<file path="src/rtl/quad_tmr_pkg.sv">
package quad_tmr_pkg;
  localparam int AW = 4;
  localparam logic [AW-1:0] A_CTRL  = 4'h0;
  localparam logic [AW-1:0] A_PCFG  = 4'h1;
  localparam logic [AW-1:0] A_PCNT  = 4'h2;
  localparam logic [AW-1:0] A_FLAGS = 4'h3;
  localparam logic [AW-1:0] A_IEN   = 4'h4;
  localparam logic [AW-1:0] A_CNT   = 4'h5;
  localparam logic [AW-1:0] A_CHCFG = 4'h8;
  localparam logic [AW-1:0] A_CHVAL = 4'hC;

  typedef struct packed {
    logic [1:0] sel;
    logic       cmp;
  } chcfg_t;
endpackage

</file>
<file path="src/rtl/tmr_base.sv">
module tmr_base #(
  parameter int CNT_W      = 16,
  parameter int PRE_STAGES = 7,
  parameter int PSEL_W     = $clog2(PRE_STAGES + 1)
) (
  input  logic              clk_i,
  input  logic              rst_ni,
  input  logic              run_i,
  input  logic [PSEL_W-1:0] psel_i,
  output logic              tick_o,
  output logic              wrap_o,
  output logic [CNT_W-1:0]  cnt_o,
  output logic [CNT_W-1:0]  cnt_nxt_o
);
  logic [PRE_STAGES-1:0] pre_q, mask;
  logic [CNT_W-1:0]      cnt_q;

  always_comb begin
    for (int i = 0; i < PRE_STAGES; i++) mask[i] = (i < int'(psel_i));
  end

  assign tick_o    = run_i && ((pre_q & mask) == mask);
  assign cnt_nxt_o = cnt_q + 1'b1;
  assign wrap_o    = tick_o && (&cnt_q);
  assign cnt_o     = cnt_q;

  always_ff @(posedge clk_i or negedge rst_ni) begin
    if (!rst_ni) begin
      pre_q <= '0;
      cnt_q <= '0;
    end else begin
      if (run_i)  pre_q <= pre_q + 1'b1;
      if (tick_o) cnt_q <= cnt_nxt_o;
    end
  end
endmodule

</file>
<file path="src/rtl/tmr_chan.sv">
module tmr_chan #(
  parameter int CNT_W = 16
) (
  input  logic                 clk_i,
  input  logic                 rst_ni,
  input  logic                 active_i,
  input  quad_tmr_pkg::chcfg_t cfg_i,
  input  logic                 pin_i,
  input  logic                 tick_i,
  input  logic [CNT_W-1:0]     cnt_i,
  input  logic [CNT_W-1:0]     cnt_nxt_i,
  input  logic                 wr_i,
  input  logic [CNT_W-1:0]     wdata_i,
  output logic [CNT_W-1:0]     val_o,
  output logic                 oc_o,
  output logic                 event_o
);
  logic prev_q, oc_q;
  logic [CNT_W-1:0] val_q;
  logic rise, fall, cap_hit, cmp_hit;

  assign rise    = pin_i & ~prev_q;
  assign fall    = ~pin_i & prev_q;
  assign cap_hit = active_i & ~cfg_i.cmp & ((rise & cfg_i.sel[0]) | (fall & cfg_i.sel[1]));
  assign cmp_hit = active_i & cfg_i.cmp & tick_i & (cnt_nxt_i == val_q);
  assign event_o = cap_hit | cmp_hit;
  assign val_o   = val_q;
  assign oc_o    = oc_q;

  always_ff @(posedge clk_i or negedge rst_ni) begin
    if (!rst_ni) begin
      prev_q <= 1'b0;
      oc_q   <= 1'b0;
      val_q  <= '0;
    end else begin
      prev_q <= pin_i;
      if (cap_hit)   val_q <= cnt_i;
      else if (wr_i) val_q <= wdata_i;
      if (cmp_hit) begin
        unique case (cfg_i.sel)
          2'b01:   oc_q <= 1'b1;
          2'b10:   oc_q <= 1'b0;
          2'b11:   oc_q <= ~oc_q;
          default: oc_q <= oc_q;
        endcase
      end
    end
  end
endmodule

</file>
<file path="src/rtl/tmr_pacc.sv">
module tmr_pacc #(
  parameter int CNT_W = 16,
  parameter int DIV_W = 6
) (
  input  logic             clk_i,
  input  logic             rst_ni,
  input  logic             en_i,
  input  logic             gated_i,
  input  logic             pol_i,
  input  logic             pin_i,
  input  logic             wr_i,
  input  logic [CNT_W-1:0] wdata_i,
  output logic [CNT_W-1:0] cnt_o,
  output logic             ovf_o
);
  logic prev_q;
  logic [DIV_W-1:0] div_q;
  logic [CNT_W-1:0] cnt_q;
  logic edge_hit, gate_on, inc;

  // pol selects falling edge / active-low gate
  assign edge_hit = pol_i ? (~pin_i & prev_q) : (pin_i & ~prev_q);
  assign gate_on  = pin_i ^ pol_i;
  assign inc      = en_i & (gated_i ? (gate_on & (&div_q)) : edge_hit);
  assign ovf_o    = inc & ~wr_i & (&cnt_q);
  assign cnt_o    = cnt_q;

  always_ff @(posedge clk_i or negedge rst_ni) begin
    if (!rst_ni) begin
      prev_q <= 1'b0;
      div_q  <= '0;
      cnt_q  <= '0;
    end else begin
      prev_q <= pin_i;
      div_q  <= (en_i && gated_i) ? div_q + 1'b1 : '0;
      if (wr_i)     cnt_q <= wdata_i;
      else if (inc) cnt_q <= cnt_q + 1'b1;
    end
  end
endmodule

</file>
<file path="src/rtl/quad_timer_pacc.sv">
module quad_timer_pacc
  import quad_tmr_pkg::*;
#(
  parameter int CNT_W      = 16,
  parameter int PRE_STAGES = 7,
  parameter int NCH        = 4,
  parameter int GATE_DIV_W = 6
) (
  input  logic             clk_i,
  input  logic             rst_ni,
  input  logic             we_i,
  input  logic [AW-1:0]    addr_i,
  input  logic [CNT_W-1:0] wdata_i,
  output logic [CNT_W-1:0] rdata_o,
  input  logic [NCH-1:0]   pin_i,
  output logic [NCH-1:0]   oc_o,
  output logic             irq_o
);
  localparam int PSEL_W = $clog2(PRE_STAGES + 1);
  localparam int NFLG   = NCH + 2;
  localparam int PCH    = NCH - 1;

  logic              run_q;
  logic [PSEL_W-1:0] psel_q;
  logic              pen_q, pgate_q, ppol_q;
  logic [NFLG-1:0]   flags_q, ien_q, flag_ev, flag_clr;
  chcfg_t            cfg_q [NCH];
  logic [CNT_W-1:0]  val [NCH];
  logic [NCH-1:0]    ch_ev;
  logic              tick, wrap, pacc_ovf, wr_pcnt;
  logic [CNT_W-1:0]  cnt, cnt_nxt, pcnt;

  assign wr_pcnt  = we_i && (addr_i == A_PCNT);
  assign flag_clr = (we_i && (addr_i == A_FLAGS)) ? wdata_i[NFLG-1:0] : '0;
  assign flag_ev  = {pacc_ovf, wrap, ch_ev};

  tmr_base #(.CNT_W(CNT_W), .PRE_STAGES(PRE_STAGES), .PSEL_W(PSEL_W)) u_base (
    .clk_i, .rst_ni, .run_i(run_q), .psel_i(psel_q),
    .tick_o(tick), .wrap_o(wrap), .cnt_o(cnt), .cnt_nxt_o(cnt_nxt)
  );

  for (genvar g = 0; g < NCH; g++) begin : gen_ch
    tmr_chan #(.CNT_W(CNT_W)) u_chan (
      .clk_i, .rst_ni,
      .active_i (!((g == PCH) && pen_q)),
      .cfg_i    (cfg_q[g]),
      .pin_i    (pin_i[g]),
      .tick_i   (tick),
      .cnt_i    (cnt),
      .cnt_nxt_i(cnt_nxt),
      .wr_i     (we_i && (addr_i == (A_CHVAL | AW'(g)))),
      .wdata_i  (wdata_i),
      .val_o    (val[g]),
      .oc_o     (oc_o[g]),
      .event_o  (ch_ev[g])
    );
  end

  tmr_pacc #(.CNT_W(CNT_W), .DIV_W(GATE_DIV_W)) u_pacc (
    .clk_i, .rst_ni, .en_i(pen_q), .gated_i(pgate_q), .pol_i(ppol_q),
    .pin_i(pin_i[PCH]), .wr_i(wr_pcnt), .wdata_i(wdata_i),
    .cnt_o(pcnt), .ovf_o(pacc_ovf)
  );

  always_ff @(posedge clk_i or negedge rst_ni) begin
    if (!rst_ni) begin
      run_q   <= 1'b0;
      psel_q  <= '0;
      pen_q   <= 1'b0;
      pgate_q <= 1'b0;
      ppol_q  <= 1'b0;
      ien_q   <= '0;
      flags_q <= '0;
      for (int i = 0; i < NCH; i++) cfg_q[i] <= '0;
    end else begin
      flags_q <= (flags_q & ~flag_clr) | flag_ev;
      if (we_i) begin
        if (addr_i == A_CTRL) begin
          run_q  <= wdata_i[0];
          psel_q <= wdata_i[PSEL_W:1];
        end
        if (addr_i == A_PCFG) begin
          pen_q   <= wdata_i[0];
          pgate_q <= wdata_i[1];
          ppol_q  <= wdata_i[2];
        end
        if (addr_i == A_IEN) ien_q <= wdata_i[NFLG-1:0];
        for (int i = 0; i < NCH; i++)
          if (addr_i == (A_CHCFG | AW'(i))) cfg_q[i] <= chcfg_t'(wdata_i[2:0]);
      end
    end
  end

  assign irq_o = |(flags_q & ien_q);

  always_comb begin
    rdata_o = '0;
    if (addr_i[3:2] == 2'b10)      rdata_o = CNT_W'(cfg_q[addr_i[1:0]]);
    else if (addr_i[3:2] == 2'b11) rdata_o = val[addr_i[1:0]];
    else begin
      unique case (addr_i)
        A_CTRL:  rdata_o = CNT_W'({psel_q, run_q});
        A_PCFG:  rdata_o = CNT_W'({ppol_q, pgate_q, pen_q});
        A_PCNT:  rdata_o = pcnt;
        A_FLAGS: rdata_o = CNT_W'(flags_q);
        A_IEN:   rdata_o = CNT_W'(ien_q);
        A_CNT:   rdata_o = cnt;
        default: rdata_o = '0;
      endcase
    end
  end
endmodule

</file>
<file path="config.mk">
export PLATFORM = sky130hd
export DESIGN_NAME = quad_timer_pacc
export DESIGN_NICKNAME = d
export VERILOG_FILES = /design/src/rtl/quad_tmr_pkg.sv /design/src/rtl/tmr_base.sv /design/src/rtl/tmr_chan.sv /design/src/rtl/tmr_pacc.sv /design/src/rtl/quad_timer_pacc.sv
export SDC_FILE = /design/constraint.sdc
export NUM_CORES = 1
export LEC_CHECK = 0
export BUFFER_PORTS_ARGS = -buffer_cell sky130_fd_sc_hd__buf_2
export CAP_MARGIN = 20
export CORE_ASPECT_RATIO = 0.6
export CORE_MARGIN = 4
export CORE_UTILIZATION = 65
export CTS_BUF_LIST = sky130_fd_sc_hd__clkbuf_4
export DETAILED_ROUTE_END_ITERATION = 10
export GPL_TIMING_DRIVEN = 0
export PLACE_DENSITY = 0.86
export SLEW_MARGIN = 25
export SYNTH_ARGS = -nofsm -noshare
export SYNTH_HDL_FRONTEND = slang
export SYNTH_HIERARCHICAL = 1
export SYNTH_SLANG_ARGS = --single-unit
</file>
<file path="constraint.sdc">
create_clock -name clk_i -period 5 [get_ports clk_i]
set_clock_uncertainty 0.1 [all_clocks]
set_input_delay 1 -clock clk_i [delete_from_list [all_inputs] [get_ports clk_i]]
set_output_delay 1 -clock clk_i [all_outputs]
set_load 0.05 [all_outputs]
</file>
[Word-level counts from Yosys, hierarchy flattened]
Cells that the tools add are included.
Storage, ports and cells
  register bits after elaboration: 148
  bits of input ports: 27
  output and inout port bits: 21
  logic and storage cells: 203
Cells by class
  add/subtract/negate cells: 4
  magnitude comparators: 8
  eq/ne operators: 32
  muxes and demuxes: 27
  bitwise operators: 66
  reduce and logical (&&, ||, !) cells: 35
Operator list (count)
  $mux W16: 14
  $pmux W16 S6: 1
  $eq A16 B16 Y1: 4
  $and A1 B1 Y1: 34
  $add A16 B1 Y16 const B: 2
  $bmux W16 S2: 1
  $eq A4 B4 Y1 const B: 8
  $reduce_and A16 Y1: 2
  $reduce_and A2 Y1: 11
  $eq A2 B2 Y1 const B: 10
  $not A1 Y1: 17
  $and A6 B6 Y6: 2
  $mux W6: 2
  $pmux W1 S3: 4
  $reduce_bool A3 Y1: 4
  $reduce_bool A2 Y1: 5
  $logic_and A1 B1 Y1: 9
  $lt A3 B3 Y1 const A: 3
  $eq A2 B1 Y1 const B: 4
  $eq A4 B2 Y1 const B: 2
  $eq A4 B3 Y1 const B: 2
  $or A1 B1 Y1: 8
  $add A7 B1 Y7 const B: 1
  $and A7 B7 Y7: 1
  other kinds (17): 21

[Logic depth before layout (Yosys ltp)]
Gate-level depths: netlist (run 1).
  depth in word-level cells: 8
  depth in mapped cells: 10
  depth with buffers taken out: 10

[Hierarchy]
The synthesis (run 1) kept the hierarchy.
By module, submodules not included
  tmr_chan: instances 4, cells an instance 104, area each 1014.7 µm², seq. area each 450.4 µm²
  quad_timer_pacc: instances 1, cells an instance 222, area each 2462.4 µm², seq. area each 775.7 µm²
  tmr_base: instances 1, cells an instance 127, area each 1310.0 µm², seq. area each 575.6 µm²
  tmr_pacc: instances 1, cells an instance 126, area each 1293.7 µm², seq. area each 575.6 µm²

[Least setup slack after synthesis (run 1)]
No wires, ideal clock.
  path kind: input -> output
  start: input port addr_i[1]
  end: output port rdata_o[3]
  arrival: 2771 ps
  data required time: 3900 ps
  slack: 1129 ps
  stages on the path: 5
  buffers on the path: 2
  cells stage by stage: buf_4 nor2b_1 buf_2 a221oi_1 o31ai_1
Between the ends
  cells in the longest elaborated chain, start to end: 6
  elaborated cells on any way between the ends: 13
  those cells by class: 5 x eq/ne; 6 x mux; 1 x bitwise; 1 x reduce/logical
RTL lines
  start, declared: line quad_timer_pacc.sv:12  | input logic [AW-1:0] addr_i,
  $not A2 Y3 (implied by the code): line quad_timer_pacc.sv:99  | else if (addr_i[3:2] == 2'b11) rdata_o = val[addr_i[1:0]];
  $bmux W16 S2: line quad_timer_pacc.sv:99
  $mux W16 (implied by the code) (2 in series): line quad_timer_pacc.sv:99
  $mux W16 *: line quad_timer_pacc.sv:99
  $mux W16 *: line quad_timer_pacc.sv:98  | if (addr_i[3:2] == 2'b10) rdata_o = CNT_W'(cfg_q[addr_i[1:0]]);
  end, declared: line quad_timer_pacc.sv:14  | output logic [CNT_W-1:0] rdata_o,
Mark *: on every way between the ends. The rest lies on a longest branch, timed or not. The select of a mux whose other input is x is not followed.

[Worst setup path after layout (run 1)]
  start: register u_base.cnt_q[1], in the netlist u_base/cnt_o[1]
  end: register flags_q[2]
Between the ends
  cells in the longest elaborated chain, start to end: 5
RTL lines
  start, declared: line tmr_base.sv:16  | logic [CNT_W-1:0] cnt_q;
  start signal, assigned: line tmr_base.sv:33  | if (tick_o) cnt_q <= cnt_nxt_o;
  $add A16 B1 Y16: line tmr_base.sv:23  | assign cnt_nxt_o = cnt_q + 1'b1;
  via cnt_nxt[10]: line quad_timer_pacc.sv:31  | logic [CNT_W-1:0] cnt, cnt_nxt, pcnt;
  $eq A16 B16 Y1: line tmr_chan.sv:25  | assign cmp_hit = active_i & cfg_i.cmp & tick_i & (cnt_nxt_i == val_q);
  $and A1 B1 Y1: line tmr_chan.sv:25
  $or A1 B1 Y1: line tmr_chan.sv:26  | assign event_o = cap_hit | cmp_hit;
  via ch_ev[2]: line quad_timer_pacc.sv:29  | logic [NCH-1:0] ch_ev;
  $or A6 B6 Y6: line quad_timer_pacc.sv:76  | flags_q <= (flags_q & ~flag_clr) | flag_ev;
  end signal, assigned: line quad_timer_pacc.sv:76
  end, declared: line quad_timer_pacc.sv:26  | logic [NFLG-1:0] flags_q, ien_q, flag_ev, flag_clr;
The timed path passes the listed nets, and every way through them passes these cells.
A chain may end at the register's enable or synchronous reset.

==> run metrics, run 1 <==
cts hold-fix bufs=0; max cap viols=0; first-pass GRT wire length=between 40 and 50 mm; Final setup viols=0; Slew Limit Fails=0; Remaining DRCs=0; setup TNS=0 ns; CTS tree=built; required time of the critical path=5.43 ns; Mapped Area=between 9000 and 10,000 µm²; top_reg_cell synth=dfrtp_1; total track usage=between 30% and 40%; multi-input logic area=between 5000 and 6000 µm²; Switching Share=between 30% and 40%; crit path launch type=flop; met3 wire len=~4.5 mm; CTS max path bufs=2; I/O pin total=48; WL met2=about 12 mm; Antenna diodes=0; Highest Signal Layer=met5; Pwr per Cell Area=between 400 and 500 nW/µm²; Tcrit/Tclk final=roughly 80%; vias post-DR=just under 8,000; largest net degree at the start of global routing=84; 1st-iter DRT viols=about 1,200; Post-Syn Area per Cell=between 10 and 15 µm²; Hold Vio Cnt, Final=0; number of synthesized flops with an enable pin=0; Psw=roughly 1.7 mW; most frequent cells in the layout=dfrtp_1 (149), nand2_1 (118), xnor2_1 (85); Total Routed Length=about 28 mm; # resized after CTS=0; Pint=between 2 and 3 mW; Max Clk Rate=between 200 and 300 MHz; Avg WL per Cell=between 20 and 25 µm; min Tclk post-route=between 3 and 4 ns; critical path's largest stage delay=between 0.6 and 0.7 ns; Detailed Routing Iterations Pass 1=5; Combinational Power Share=~32%; synth warn=6; worst-path cell chain=ha_1 > nand3_1 > nor2_1 > and3_1 > xor2_1 > xnor2_1 > nand4_1 > or4_4 > o21bai_1 > a21o_1; crit end category=flop; total grt overflow=0; Util after Layout=approximately 73%; crit-path max FO=9; post-route ant nets=0; Core Box Area=13,700 µm²; HPWL Detailed=between 20 and 25 mm; actual slew at the worst max-slew pin=~0.8 ns; nets=between 900 and 1,000; die area=between 15,000 and 20,000 µm²; Starting Density=about two thirds; initial antenna violation count=1; Root Buffer=clkbuf_4; commonest non-fill, non-tap cell in the layout=dfrtp_1; Power Total=4.28 mW; sequential-to-total area share from yosys stat=~40%; Mapped Cells=between 800 and 900; Synth-to-Final Area Change=9.58%; Leak=4.06 nW; H-tree depth=4; Crit path arrival time=4.41 ns; via/cell ratio=roughly 6.7; Die Span X=approximately 160 µm; outcome=complete, no violations; #FFs+latches synth=149; distinct cell type count after synthesis=69; critical path class=reg -> reg; worst skew pair latency=0.58 ns; RSZ-0062 raised after global routing=no; row count=33; Port-buffer cells=44; CP max stage cell=dfrtp_1; Post-CTS Setup Bufs=0; class of the worst hold path=in -> async; share of cells above drive strength 1=between 10% and 20%; register share of total power=between 40% and 50%; fill count=between 900 and 1,000; M1 wire length=11.6 mm; register area=3730 µm²; Final GP Congestion=slightly above 1; max_slew headroom=a little under half; vias in the first global route=7,654; DIE HEIGHT=99.8 µm; Max VDD drop=about 420 µV; clock power share=22.3%; Sink Count=around 150; total CTS buffers=17; async set-reset flop share out of synthesis=between 90% and 100%; clock-pin transition on the worst setup and hold timing paths=roughly 0.15 ns
==> per-stage QoR <==
stage	setup WS (ns)	hold slack (ns)	area (µm²)	std cells
finish	1.02	0.246	10000	1164
global route	0.904	0.254	10000	1164
CTS	1.20	0.247	10000	1164
detailed placement	1.28	0.354	9640	1133
global placement	0.640	0.353	9600	1132
floorplan	1.13	0.331	9140	896
==> logic make-up (layout without fill, tap and decap cells) <==
family	after synthesis	after routing	share of synthesized area [%]
AND/OR/NAND/NOR	265	265	15.0
AO/OA/AOI/OAI	168	168	11.6
flip-flops	149	149	40.9
multiplexers	122	122	16.7
XOR/XNOR	119	119	11.4
buffers and inverters	63	139	3.81
adder cells (fa/ha/maj)	4	4	0.548
other	1	6	0.0411
==> Yosys cell counts (3+ instances only) <==
cell         n  area [µm²]
and3_1      10        62.6
dfrtp_1    149        3730
xnor2_1     85         744
a2bb2oi_1    8        70.1
nand3b_1     7        52.6
nand2_1    118         443
a21oi_1     18        90.1
nor2_1      30         113
buf_4        4        30.0
nand2b_1     4        25.0
and3b_1      4        35.0
buf_2       16        80.1
mux2_4       4        60.1
nand4_1     24         150
or4_4        4        45.0
xor2_1      34         298
mux2i_1     70         701
a221oi_1     6        52.6
nor3_1      12        60.1
clkbuf_1    17        63.8
mux4_2      17         383
inv_1       14        52.6
o21ai_0     78         390
and2_1       4        25.0
o2111ai_1    8        70.1
a21o_1       6        45.0
ha_1         4        50.1
nand3_1     25         125
o31ai_1      7        52.6
o211ai_1     3        22.5
o21ai_1     11        55.1
buf_6        7        78.8
o21bai_1     4        30.0
a22oi_1      5        37.5
mux2_2      28         315
==> layer usage <==
metal,track usage (%),vias to the layer above
met5,0,-
met1,50.1,3835
met2,50.4,598
li1,-,3332
met4,8.26,2
met3,16.1,77
==> state kept, by name (all words and copies together), names as in the netlist <==
signal	count
gen_ch.u_chan/val_o	64
u_base/cnt_o	16
u_pacc/cnt_o	16
cfg_q	12
u_base/pre_q	7
flags_q	6
ien_q	6
u_pacc/div_q	6
gen_ch.u_chan/oc_o	4
gen_ch.u_chan/prev_q	4
psel_q	3
pen_q	1
pgate_q	1
ppol_q	1
run_q	1
u_pacc/prev_q	1
==> final cells by class <==
type	count	area share [%]
well taps	192	2.40
inverters	14	0.526
flip-flops and latches	149	37.3
plain buffers	49	2.95
multi-input cells	684	50.7
clock buffers	18	1.35
clock inverters	13	2.23
repair buffers	45	2.58
==> critical path: cells and delay by family, from the launching register on <==
family	cells	cell delay, ns
xor+xnor	2	0.80
fa+ha+maj	1	0.33
flops	1	0.62
simple gates	5	1.54
compound gates	2	0.53
==> worst paths after layout <==
| path | from | to | slack [ns] | depth (start not counted) |
|---|---|---|---|---|
| setup / recovery | u_base/cnt_o[1] | flags_q[2] | 1.02 | 10 |
| min in group clk_i | u_pacc/div_q[0] | u_pacc/div_q[0] | 0.37 | 1 |
| hold reg to reg | u_pacc/div_q[0] | u_pacc/div_q[0] | 0.37 | 1 |
| hold / removal | rst_ni | u_pacc/cnt_o[9] | 0.25 | 1 |
| setup reg to reg | u_base/cnt_o[1] | flags_q[2] | 1.02 | 10 |
| max in group asynchronous | rst_ni | u_base/cnt_o[15] | 3.73 | 2 |
==> power by group through the flow <==
stage / sequential, mW / clock [mW] / combinational, mW
2_1_floorplan: 1.78 / 0 / 1.01
3_3_place_gp: 1.91 / 0 / 1.28
3_5_place_dp: 1.92 / 0 / 1.34
4_1_cts: 1.91 / 0.954 / 1.34
5_1_grt: 1.97 / 1.00 / 1.48
6_report: 1.95 / 0.953 / 1.38
No activity file was read; power rests on OpenSTA's default activity.
==> inputs of run 2 (changes only) <==
--- a/config.mk
+++ b/config.mk
@@ -9,11 +9,11 @@
 export CAP_MARGIN = 20
 export CORE_ASPECT_RATIO = 0.6
 export CORE_MARGIN = 4
-export CORE_UTILIZATION = 65
+export CORE_UTILIZATION = 64
 export CTS_BUF_LIST = sky130_fd_sc_hd__clkbuf_4
 export DETAILED_ROUTE_END_ITERATION = 10
 export GPL_TIMING_DRIVEN = 0
-export PLACE_DENSITY = 0.86
+export PLACE_DENSITY = 0.85
 export SLEW_MARGIN = 25
 export SYNTH_ARGS = -nofsm -noshare
 export SYNTH_HDL_FRONTEND = slang
==> constraint.sdc (replaced) <==
create_clock -name clk_i -period 3.92 [get_ports clk_i]
set_clock_uncertainty 0.1 [all_clocks]
set_input_delay 0.784 -clock clk_i [delete_from_list [all_inputs] [get_ports clk_i]]
set_output_delay 0.784 -clock clk_i [all_outputs]
set_load 0.05 [all_outputs]
==> run 2 against run 1 <==
- power is 23% higher
- register-to-register slack got worse by 0.92 ns
- non-clock buffer count unchanged
- global-route usage down 0.66 points
- first-iteration DRC count grew 2.0%
- die area is 1.5% higher
- critical endpoint unchanged
==> run metrics, run 2 (same netlist as run 1, synthesis figures left out) <==
Pwr per Cell Area=between 500 and 600 nW/µm²; DIE HEIGHT=100 µm; Total Routed Length=between 20 and 30 mm; via/cell ratio=roughly 6.7; Avg WL per Cell=roughly 24 µm; Slew Limit Fails=0; final hold slack=roughly 0.054 ns; Leak=between 4 and 5 nW; vias post-DR=about 7,800; actual slew at the worst max-slew pin=about 0.76 ns; Starting Density=about two thirds; Power Total=between 5 and 6 mW; crit-path max FO=9; initial antenna violation count=0; total grt overflow=0; required time of the critical path=about 4.3 ns; clock power share=19.7%; Final setup viols=0; Port-buffer cells=44; Tcrit/Tclk final=a little over nine tenths; Final GP Congestion=1.02; post-route setup slack=roughly 0.1 ns; HPWL Detailed=~21 mm; crit path launch type=flop; design area=9940 µm²; Crit path arrival time=4.20 ns; commonest non-fill, non-tap cell in the layout=dfrtp_1; Sink Count=roughly 150; Die Span X=~160 µm; crit end category=flop; cts hold-fix bufs=0; share of cells above drive strength 1=between 10% and 20%; nets=~1,000; Max Clk Rate=between 200 and 300 MHz; max_slew headroom=roughly half; # resized after CTS=0; first-pass GRT wire length=~43 mm; Remaining DRCs=0; CTS max path bufs=2; total CTS buffers=17; R2R setup slack=roughly 0.10 ns; I/O pin total=48; Switching Share=between 40% and 50%; Hold Vio Cnt, Final=0; Pint=approximately 3.1 mW; register share of total power=roughly 47%; post-route ant nets=0; Max VDD drop=between 400 and 500 µV; min Tclk post-route=3.82 ns; dpl ws=~0.17 ns; class of the worst hold path=in -> async; die area=about 16,000 µm²; row count=33; Post-CTS Setup Bufs=0; vias in the first global route=~7,500; CTS tree=built; Util after Layout=72.1%; 1st-iter DRT viols=~1,200; worst skew pair latency=0.55 ns; largest net degree at the start of global routing=84; Synth-to-Final Area Change=8.98%; RSZ-0062 raised after global routing=no; Detailed Routing Iterations Pass 1=7; max reg flops=64; placed inst area=9640 µm²; Core Box Area=~14,000 µm²; outcome=complete, no violations; critical path class=reg -> reg; max cap viols=0; H-tree depth=4; clock-pin transition on the worst setup and hold timing paths=~0.14 ns; Psw=approximately 2.1 mW; most frequent cells in the layout=dfrtp_1 (149), nand2_1 (118), xnor2_1 (85); total track usage=a little over a third; Root Buffer=clkbuf_4; Combinational Power Share=between 30% and 40%
run 2: cell types whose count changed in the layout (fill, tap and decap cells not counted), sizes merged:
| cell | previous run | this run |
|---|---|---|
| clkinv | 4 | 7 |
| inv | 18 | 15 |
| bufinv | 5 | 3 |
| clkinvlp | 0 | 2 |
| diode | 0 | 1 |
run 2: power groups by stage:
stage	Combinational (mW)	Sequential, mW	Clock [mW]
2_1_floorplan	1.29	2.26	0
4_1_cts	1.70	2.44	1.05
6_report	1.74	2.48	1.03
3_3_place_gp	1.62	2.44	0
3_5_place_dp	1.69	2.46	0
5_1_grt	1.87	2.51	1.11
run 2: path summary, 6_finish.rpt:
kind                                       from                   endpoint  cells after the start
worst max register to register  u_base/cnt_o[1]                 flags_q[2]                     10
max in group asynchronous                rst_ni  gen_ch[2].u_chan/val_o[4]                      2
worst max-delay path            u_base/cnt_o[1]                 flags_q[2]                     10
min in group clk_i                     pin_i[0]    gen_ch[0].u_chan/prev_q                      1
worst min register to register  u_pacc/div_q[0]            u_pacc/div_q[0]                      1
worst min-delay path                     rst_ni            u_pacc/cnt_o[7]                      1
run 2: per-layer routing:
metal  vias up  routed length, µm  track usage, %
met3        60               4350            15.8
met1      3826              11600            50.8
li1       3329                  -               -
met5         -                  0               0
met2       555              11300            47.7
met4         0                527            7.86
run 2: area by class of cell:
type                       instances  area (µm²)
antenna                            1        2.50
buffer                            49         295
clock buffer                      18         135
clock inverter                    13         158
fill                            1032        3850
inverter                          14        52.6
multi-input combinational        684        5070
sequential                       149        3730
tap                              192         240
timing repair buffer              45         258
run 2: per-stage QoR:
| stage | instances | TNS, ns |
|---|---|---|
| 3_5_place_dp | 1133 | 0 |
| 2_1_floorplan | 896 | 0 |
| 4_1_cts | 1164 | 0 |
| 3_3_place_gp | 1132 | -30.73 |
| 5_1_grt | 1164 | 0 |
| 6_report | 1165 | 0 |
run 2: critical path: stages (launching register included):
cell	delay (ns)
dfrtp_1	0.62
ha_1	0.34
nand3_1	0.21
nor2_1	0.32
and3_1	0.28
xor2_2	0.40
xnor2_1	0.20
nand4_1	0.15
or4_4	0.58
o21bai_1	0.41
a21o_1	0.14
==> inputs of run 3 (changes only) <==
--- a/config.mk
+++ b/config.mk
@@ -17,5 +17,4 @@
 export SLEW_MARGIN = 25
 export SYNTH_ARGS = -nofsm -noshare
 export SYNTH_HDL_FRONTEND = slang
-export SYNTH_HIERARCHICAL = 1
 export SYNTH_SLANG_ARGS = --single-unit
==> run 3 against run 2 <==
- sequential cell count down 1
- synthesized cell count increased by 11%
- cell count up 8.2%
- core utilization fell by 0.97 points
- setup slack better by 0.022 ns
- largest cell class unchanged
==> run metrics, run 3 <==
outcome=complete, no violations; DIE HEIGHT=a little over 100 µm; top post-synthesis cells by count=dfrtp_1 (148), nand2_1 (120), o21ai_0 (79); Post-CTS Setup Bufs=0; post-route ant nets=0; RR Startpoint=u_base.cnt_o[0]; Hold Vio Cnt, Final=0; Post-Syn Area per Cell=between 9 and 10 µm²; share of cells above drive strength 1=15.3%; crit end category=output pin; Slew Limit Fails=0; nets=around 1,100; Max Clk Rate=~260 MHz; largest area contributor in the netlist=dfrtp_1; Worst Setup SP=u_base.cnt_o[4]; vias post-DR=8,613; Pwr per Cell Area=532 nW/µm²; Mapped Cells=986; total track usage=35.0%; RSZ-0062 raised after global routing=no; critical path class=reg -> out; crit path launch type=flop; Mapped Area=~9500 µm²; async set-reset flop share out of synthesis=100%; vias in the first global route=around 7,900; worst skew pair latency=between 0.5 and 0.6 ns; main area contributors after synthesis=dfrtp_1 (39%), mux2i_1 (7.4%), xnor2_1 (6.8%); Total Routed Length=around 29 mm; H-tree depth=4; max reg flops=64; class of the worst hold path=in -> async; # resized after CTS=5; fin cells=about 1,300; placed inst area=10,100 µm²; clock-pin transition on the worst setup and hold timing paths=0.14 ns; most common cell in the netlist=dfrtp_1; Die Span X=~170 µm; Power Total=~5.5 mW; #FFs+latches synth=148; Crit path arrival time=between 2 and 3 ns; Avg WL per Cell=23.4 µm; area share of the largest cell type after synthesis=38.8%; required time of the critical path=around 3.0 ns; crit-path max FO=10; HPWL Detailed=between 20 and 25 mm; die area=between 15,000 and 20,000 µm²; setup TNS=0 ns; top_reg_cell synth=dfrtp_1; Root Buffer=clkbuf_4; syn_nets=around 1,000; total grt overflow=0; first-pass GRT wire length=roughly 45 mm; 1st-iter DRT viols=roughly 1,000; Detailed Routing Iterations Pass 1=9; initial antenna violation count=0; min Tclk post-route=3.80 ns; Leak=4.30 nW; most frequent cells in the layout=dfrtp_1 (148), nand2_1 (120), o21ai_0 (77); Antenna diodes=0; total CTS buffers=17; I/O pin total=between 40 and 50; commonest non-fill, non-tap cell in the layout=dfrtp_1; Final setup viols=0; actual slew at the worst max-slew pin=slightly above 0.8 ns; Starting Density=65.6%; placed cells=between 1,000 and 1,500; design area=10,300 µm²; sequential-to-total area share from yosys stat=around 39%; largest net degree at the start of global routing=slightly above 80; Tcrit/Tclk final=a little over nine tenths; Synth-to-Final Area Change=8.48%; row count=34; synth warn=0; Core Box Area=approximately 15,000 µm²; CTS max path bufs=2; via/cell ratio=roughly 6.8; Port-buffer cells=45; max_slew headroom=roughly 45%; CTS tree=built; number of synthesized flops with an enable pin=0; cts hold-fix bufs=0; Sink Count=148; Max VDD drop=around 400 µV; max cap viols=0; Final GP Congestion=0.984; distinct cell type count after synthesis=70; Remaining DRCs=0
## run 3: cell types whose count changed after synthesis, sizes merged, moves of 8 or more
cell     delta
clkbuf     +35
nor2       +34
a21oi      +15
xnor2      -11
a222oi     +10
inv        +10
o21ai      -10
a2bb2oi     -8
nor2b       +8
nor4        +8
## run 3: path summary, 6_finish.rpt
path	end	slack [ns]	cells after the start
max in group asynchronous	flags_q[4]	2.89	2
worst max-delay path	rdata_o[4]	0.12	6
worst min-delay path	gen_ch[0].u_chan.prev_q	0.04	1
worst min register to register	u_pacc.div_q[0]	0.38	1
min in group clk_i	gen_ch[0].u_chan.prev_q	0.23	1
worst max register to register	gen_ch[2].u_chan.oc_o	0.38	8
## run 3: cell type report
cell class,instances,area (µm²)
fillers,1137,4200
clock inverters,14,166
plain buffers,75,329
well taps,198,248
repair buffers,46,263
multi-input cells,738,5420
flip-flops and latches,148,3700
inverters,24,90.1
clock buffers,17,128
## run 3: report_power, final
group / switching [mW] / leakage (nW) / internal (mW)
combinational: 1.11 / 2.25 / 0.869
sequential: 0.598 / 1.89 / 1.90
clock: 0.639 / 0.156 / 0.397
## run 3: worst max-delay path, stage by stage (launching register included)
cell and delay [ns]:
dfrtp_1 0.43, clkbuf_1 0.44, buf_1 0.57, mux2_2 0.29
a22oi_1 0.10, o21ai_1 0.21, buf_2 0.30
## run 3: metal layers
layer	vias up	wire length (µm)	track usage, %	share of wire [%]
li1	3676	-	-	-
met1	4172	12200	52.7	41
met2	694	11500	47.4	39
met3	71	5160	13.6	18
met4	0	605	9.32	2.1
met5	-	0	0	0
## run 3: kinds of logic (layout without fill, tap and decap cells)
kind of cell,count (synthesis),count (layout),synth area share [%]
fa+ha+maj,5,5,0.630
buf+inv,100,176,4.35
xor+xnor,114,114,11.6
simple gates,314,314,16.6
mux,123,123,15.8
compound gates,182,182,12.1
flops,148,148,38.8
## run 3: through the flow
| step | setup slack (ns) | hold WS, ns | util (%) |
|---|---|---|---|
| global placement | -0.385 | 0.351 | 68.8 |
| finish | 0.123 | 0.0350 | 71.1 |
| global route | 0.0627 | 0.0436 | 71.1 |
| CTS | 0.0205 | 0.0403 | 71.1 |
| floorplan | 0.000278 | 0.333 | - |
| detailed placement | -0.394 | 0.354 | 69.1 |
